File: src/rtl/dma_req_pkg.sv
package dma_req_pkg;
  typedef enum logic [1:0] {
    ST_IDLE  = 2'd0,
    ST_PEND  = 2'd1,
    ST_BLOCK = 2'd2
  } arm_state_e;
endpackage

File: src/rtl/dma_req_sync.sv
module dma_req_sync #(
  parameter int STAGES = 2,
  parameter bit RST_VAL = 1'b1
) (
  input  logic clk_i,
  input  logic rst_ni,
  input  logic d_i,
  output logic q_o
);
  logic [STAGES-1:0] chain_q;

  always_ff @(posedge clk_i or negedge rst_ni) begin
    if (!rst_ni) chain_q[0] <= RST_VAL;
    else         chain_q[0] <= d_i;
  end

  for (genvar g = 1; g < STAGES; g++) begin : g_stage
    always_ff @(posedge clk_i or negedge rst_ni) begin
      if (!rst_ni) chain_q[g] <= RST_VAL;
      else         chain_q[g] <= chain_q[g-1];
    end
  end

  assign q_o = chain_q[STAGES-1];
endmodule

File: src/rtl/dma_req_arm_fsm.sv
module dma_req_arm_fsm
  import dma_req_pkg::*;
(
  input  logic       clk_i,
  input  logic       rst_ni,
  input  logic       en_i,
  input  logic       edge_i,
  input  logic       pin_low_i,
  input  logic       xfer_ok_i,
  output logic       go_o,
  output arm_state_e state_o
);
  arm_state_e st_q, st_d;

  always_comb begin
    st_d = st_q;
    go_o = 1'b0;
    if (!en_i || !edge_i) begin
      st_d = ST_IDLE;
    end else begin
      unique case (st_q)
        ST_IDLE:  if (pin_low_i) st_d = ST_PEND;
        ST_PEND:  if (xfer_ok_i) begin
                    st_d = ST_BLOCK;
                    go_o = 1'b1;
                  end
        ST_BLOCK: if (!pin_low_i) st_d = ST_IDLE;
        default:  st_d = ST_IDLE;
      endcase
    end
  end

  always_ff @(posedge clk_i or negedge rst_ni) begin
    if (!rst_ni) st_q <= ST_IDLE;
    else         st_q <= st_d;
  end

  assign state_o = st_q;
endmodule

File: src/rtl/dma_req_tend.sv
module dma_req_tend (
  input  logic last_cycle_i,
  input  logic src_ext_i,
  input  logic dst_ext_i,
  input  logic wbuf_busy_i,
  output logic tend_n_o
);
  logic any_ext, hidden;

  assign any_ext  = src_ext_i | dst_ext_i;
  // internal-only final cycle hidden behind a buffered external write
  assign hidden   = !any_ext && wbuf_busy_i;
  assign tend_n_o = !(last_cycle_i && !hidden);
endmodule

File: src/rtl/dma_req_front.sv
module dma_req_front
  import dma_req_pkg::*;
#(
  parameter int SYNC_STAGES = 2
) (
  input  logic clk_i,
  input  logic rst_ni,
  input  logic req_n_i,
  input  logic irq_req_i,
  input  logic enable_i,
  input  logic edge_mode_i,
  input  logic xfer_ok_i,
  input  logic last_cycle_i,
  input  logic src_ext_i,
  input  logic dst_ext_i,
  input  logic wbuf_busy_i,
  output logic start_o,
  output logic tend_n_o
);
  logic       enable_q, mode_q;
  logic       pin_s, pin_low_s;
  logic       fsm_go, pin_req, start_q;
  arm_state_e edge_st;

  always_ff @(posedge clk_i or negedge rst_ni) begin
    if (!rst_ni) begin
      enable_q <= 1'b0;
      mode_q   <= 1'b1;
    end else begin
      enable_q <= enable_i;
      mode_q   <= edge_mode_i;
    end
  end

  dma_req_sync #(.STAGES(SYNC_STAGES), .RST_VAL(1'b1)) u_sync (
    .clk_i (clk_i),
    .rst_ni(rst_ni),
    .d_i   (req_n_i),
    .q_o   (pin_s)
  );
  assign pin_low_s = !pin_s;

  dma_req_arm_fsm u_fsm (
    .clk_i    (clk_i),
    .rst_ni   (rst_ni),
    .en_i     (enable_q),
    .edge_i   (mode_q),
    .pin_low_i(pin_low_s),
    .xfer_ok_i(xfer_ok_i),
    .go_o     (fsm_go),
    .state_o  (edge_st)
  );

  assign pin_req = mode_q ? fsm_go : (pin_low_s && xfer_ok_i);

  always_ff @(posedge clk_i or negedge rst_ni) begin
    if (!rst_ni) start_q <= 1'b0;
    else         start_q <= enable_q && (pin_req || (irq_req_i && xfer_ok_i));
  end
  assign start_o = start_q;

  dma_req_tend u_tend (
    .last_cycle_i(last_cycle_i),
    .src_ext_i   (src_ext_i),
    .dst_ext_i   (dst_ext_i),
    .wbuf_busy_i (wbuf_busy_i),
    .tend_n_o    (tend_n_o)
  );
endmodule

File: config.mk
export PLATFORM = sky130hd
export DESIGN_NAME = dma_req_front
export DESIGN_NICKNAME = d
export VERILOG_FILES = /design/src/rtl/dma_req_pkg.sv /design/src/rtl/dma_req_sync.sv /design/src/rtl/dma_req_arm_fsm.sv /design/src/rtl/dma_req_tend.sv /design/src/rtl/dma_req_front.sv
export SDC_FILE = /design/constraint.sdc
export NUM_CORES = 1
export LEC_CHECK = 0
export CAP_MARGIN = 20
export CORE_AREA = 2 2 39 41
export CTS_CLUSTER_DIAMETER = 30
export CTS_CLUSTER_SIZE = 24
export DETAILED_ROUTE_END_ITERATION = 8
export DIE_AREA = 0 0 41 43
export PLACE_DENSITY = 0.47
export SYNTH_ARGS = -nofsm -noshare
export SYNTH_HDL_FRONTEND = slang
export SYNTH_SLANG_ARGS = --single-unit
File: constraint.sdc
create_clock -name clk_i -period 2.2 [get_ports clk_i]
set_clock_uncertainty 0.15 [all_clocks]
set_input_delay 0.66 -clock clk_i [delete_from_list [all_inputs] [get_ports clk_i]]
set_output_delay 0.66 -clock clk_i [all_outputs]
set_load 0.02 [all_outputs]
**After elaboration in Yosys (flattened, before gate mapping)**

Index checks and enable logic that the tools add are counted.

- Register bits: 7
- Output and inout bits: 2
- Input bits: 11
- Word-level logic and storage cells: 36

- Bitwise gates (word level): 1
- Equal/unequal tests: 5
- Reduce and logical (&&, ||, !) cells: 15
- Mux-type cells: 9

Operators by type and width:

| cell | number |
|---|---|
| != test 3 x 2 -> 1 bit, second input constant | 3 |
| 2-to-1 mux 2 bit | 4 |
| logical NOT 1 bit | 6 |
| case mux 2 bit (3 select lines) | 1 |
| logical AND 1 bit | 5 |
| 2-to-1 mux 1 bit | 4 |
| AND reduction 3 bit | 1 |
| equality test 2 x 1 -> 1 bit, second input constant | 1 |
| equality test 2 bit, second input constant | 1 |
| logical NOT 2 bit | 1 |
| logical OR 1 bit | 2 |
| OR 1 bit | 1 |

**Logic depth before layout (Yosys ltp)**

- Depth in word-level cells: 6
- Depth in mapped cells: 2
- Mapped depth without buffers: 2

**By module**

From an unflattened synthesis, not the netlist that was laid out.

- Cell total of the unflattened synthesis: 20
- Area total of the unflattened synthesis: 271.5 µm²

Modules (own cells, without submodules):

| module | seq. area each (µm²) | times used | cells an instance | area an instance (µm²) |
|---|---|---|---|---|
| dma_req_front | 76.3 | 1 | 7 | 103.8 |
| dma_req_arm_fsm | 50.0 | 1 | 9 | 98.8 |
| dma_req_sync | 52.6 | 1 | 2 | 52.6 |
| dma_req_tend | 0.0 | 1 | 2 | 16.3 |

**Worst setup path after synthesis**

OpenSTA, ideal clock, no wires.

- Path type: input -> output
- Start point: input dst_ext_i
- End point: output tend_n_o
- Setup slack: 0.152 ns
- Arrival: 1.238 ns
- Buffers on the path: 0
- Required time: 1.390 ns
- Cell stages on the path: 1
- Cell sequence: o31ai_1

- Longest elaborated chain between the ends: 6

RTL lines:

| what | RTL line | source |
|---|---|---|
| start: declaration | dma_req_front.sv:15 | `input logic dst_ext_i,` |
| OR 1 bit | dma_req_tend.sv:10 | `assign any_ext = src_ext_i \| dst_ext_i;` |
| logical NOT 1 bit | dma_req_tend.sv:12 | `assign hidden = !any_ext && wbuf_busy_i;` |
| logical AND 1 bit | dma_req_tend.sv:12 |  |
| logical NOT 1 bit | dma_req_tend.sv:13 | `assign tend_n_o = !(last_cycle_i && !hidden);` |
| logical AND 1 bit | dma_req_tend.sv:13 |  |
| logical NOT 1 bit | dma_req_tend.sv:13 |  |
| end: declaration | dma_req_front.sv:18 | `output logic tend_n_o` |

No other way between the ends.

**Final worst setup path**

- Start point: input last_cycle_i
- End point: output tend_n_o

- Longest elaborated chain between the ends: 2

RTL lines:

| what | RTL line | source |
|---|---|---|
| start: declaration | dma_req_front.sv:13 | `input logic last_cycle_i,` |
| logical AND 1 bit | dma_req_tend.sv:13 |  |
| logical NOT 1 bit | dma_req_tend.sv:13 |  |

No other way between the ends.

==> impl_metrics.tcl <==
set metrics [dict create \
    grt_max_degree 8 \
    avgViaCountPerCell 4.04 \
    synth_common_cells "dfrtp_1, dfstp_2" \
    grt_pass1_wl_um 745 \
    dpl.cell_count 46 \
    peakVddDrop_mv 0.265 \
    cts_setup_buffers 0 \
    final-instance-count-excl-fill 50 \
    ys_warn_count 0 \
    arrival_ns 1.33 \
    wl_per_cell_um 9.82 \
    syn_nets 29 \
    cap_violations 0 \
    rows 14 \
    ant_nets 0 \
    cts_sinks 7 \
    grtUsageMet3 0.0471 \
    synth_edf_count 0 \
    grt_pass1_vias 183 \
    antenna_cells 0 \
    status "complete, no violations" \
    vias 202 \
    fin_nets 46 \
    dieArea_um2 1760 \
    pre_cts_ws_ns -0.599 \
    tightest_slew_ns 0.373 \
    fmax_ghz 0.468 \
    yosys_most_used_dff "dfrtp_1" \
    insertion_delay_ns 0.25 \
    rsz0062_at_grt "no" \
    synth_seq_cells 7 \
    hold_class "register to register" \
    netlist_instances 18 \
    fp.dieW_um 41 \
    grt_most_used_layer "met2" \
    synth_cell_types 13 \
    postCtsResizedCells 8 \
    yosysMostFrequentCell "dfrtp_1" \
    required_ns 1.39 \
    syn_avg_cell_area_um2 14.0 \
    power.leakage_nw 0.178 \
    cp_slowest_cell "clkdlybuf4s50_1" \
    post-route-period-util 0.972 \
    portBuffers 12 \
    cp-start-kind "input port" \
    endpoint_kind "output port" \
    antenna_found_initial 0 \
    drt_iter0_drc 0 \
    drcViolationCount 0 \
    setup_viol 0 \
    worst_slack_ns 0.0620 \
    finalHoldViolCount 0 \
    tns_ns 0 \
    min_period_ns 2.14 \
    place.gp.congestion 0.553 \
    drv_slew 0 \
    crit_type "input port to output port" \
    path_clk_slew_ns 0.05 \
    synth_top_area_cell "dfrtp_1" \
    gr-total-overflow 0 \
    dieHeight_um 43 \
    critical_path.max_fanout 1 \
    cts_root_buf "clkbuf_4" \
    power.total_mw 0.285 \
    cellPowerDensity_nw_per_um2 694 \
    firstDrtPassIters 1 \
    cp_num_buf_inv 2 \
    met2_usage 0.0906 \
    critical_path.max_stage_delay_ns 0.45 \
    synthArstFlopShare 1.00 \
    syn_area_um2 253 \
    yosysTopAreaCellShare 0.396 \
    grt_usage 0.0701 \
    path_cells "clkdlybuf4s50_1, o31ai_1, buf_2" \
    cts_max_path_buffers 2 \
    numCtsBuffers 3 \
    synth.top_cells.by_area "dfrtp_1, dfstp_2, o311a_1" \
    syn2layout_area_growth_pct 62.4 \
    ys_seq_area_frac 0.708 \
    cpLargestDelayFamily "buffers and inverters" \
    io_pins 13 \
    final_util 0.297 \
    cts_hold_buf 0 \
    drive_gt1_frac 0.206 \
    initial_core_util 0.183 \
    h-tree-depth 1 \
    core-area_um2 1380 \
    use_met1 0.0736 \
    slew_headroom 0.745 \
    cts_tree "yes" \
    routed_wl_um 491 \
]
[placed cells by master (no fill, tap or decap)]
cell and count:
clkdlybuf4s50_1 8, dfrtp_1 4, clkbuf_4 3, dlygate4sd2_1 3, dfstp_2 3, and3b_1 1, nor2_1 1, o311a_1 1
inv_1 1, o31ai_1 1, or3b_1 1, nand3b_1 1, nand2_1 1, a21oi_1 1, nor2b_1 1, a2111oi_0 1
clkbuf_1 1, buf_2 1
[cells by family (layout without fill, tap and decap cells)]
| kind of cell | Yosys count | in the layout | share of synthesized area |
|---|---|---|---|
| flops | 7 | 7 | 0.708 |
| buf+inv | 1 | 17 | 0.0148 |
| compound gates | 4 | 4 | 0.124 |
| simple gates | 6 | 6 | 0.153 |
[worst paths after layout]
kind | start | endpoint | slack, ns | cells past startpoint
min reg2reg | u_sync.chain_q[0]$_DFF_PN1_ | u_sync.q_o$_DFF_PN1_ | 0.21 | 0
min | u_sync.chain_q[0]$_DFF_PN1_ | u_sync.q_o$_DFF_PN1_ | 0.21 | 0
max in group asynchronous | rst_ni | mode_q$_DFF_PN1_ | 1.11 | 1
max reg2reg | mode_q$_DFF_PN1_ | u_fsm.state_o[0]$_DFFE_PN0P_ | 0.92 | 2
min in group asynchronous | rst_ni | enable_q$_DFF_PN0_ | 0.51 | 1
max | last_cycle_i | tend_n_o | 0.06 | 3
[power breakdown]
part / total (mW) / internal [mW] / switching (mW)
clock network: 0.115 / 0.0691 / 0.0455
registers: 0.141 / 0.137 / 0.00368
logic: 0.0295 / 0.0191 / 0.0104
total: 0.285 / 0.225 / 0.0596
[state kept, by name, indices dropped and copies added (netlist names)]
signal	flops
enable_q	1
mode_q	1
start_o	1
u_fsm.state_o	2
u_sync.chain_q	1
u_sync.q_o	1
[worst register-to-register path: stages, from the launching register on]
cell	delay [ns]
dfstp_2	0.54
nand2_1	0.06
a2111oi_0	0.39
[area by class of cell]
class | count | area [um2]
inverters | 1 | 3.75
fillers | 144 | 973
flip-flops and latches | 7 | 179
multi-input cells | 10 | 70.1
well taps | 16 | 20.0
clock buffers | 4 | 26.3
repair buffers | 12 | 111
[metal layers]
metal | vias to the layer above | wire length, um | share of wire
li1 | 98 | - | -
met1 | 94 | 194 | 0.40
met2 | 10 | 240 | 0.49
met3 | 0 | 55 | 0.11
met4 | 0 | 0 | 0
met5 | - | 0 | 0
[stage by stage]
step | hold WS (ns) | cell area, um2
CTS | 0.206 | 410
detailed placement | 0.200 | 393
global route | 0.214 | 410
finish | 0.212 | 410
global placement | 0.196 | 393
floorplan | 0.195 | 253
Power figures use the tool's default switching activity.
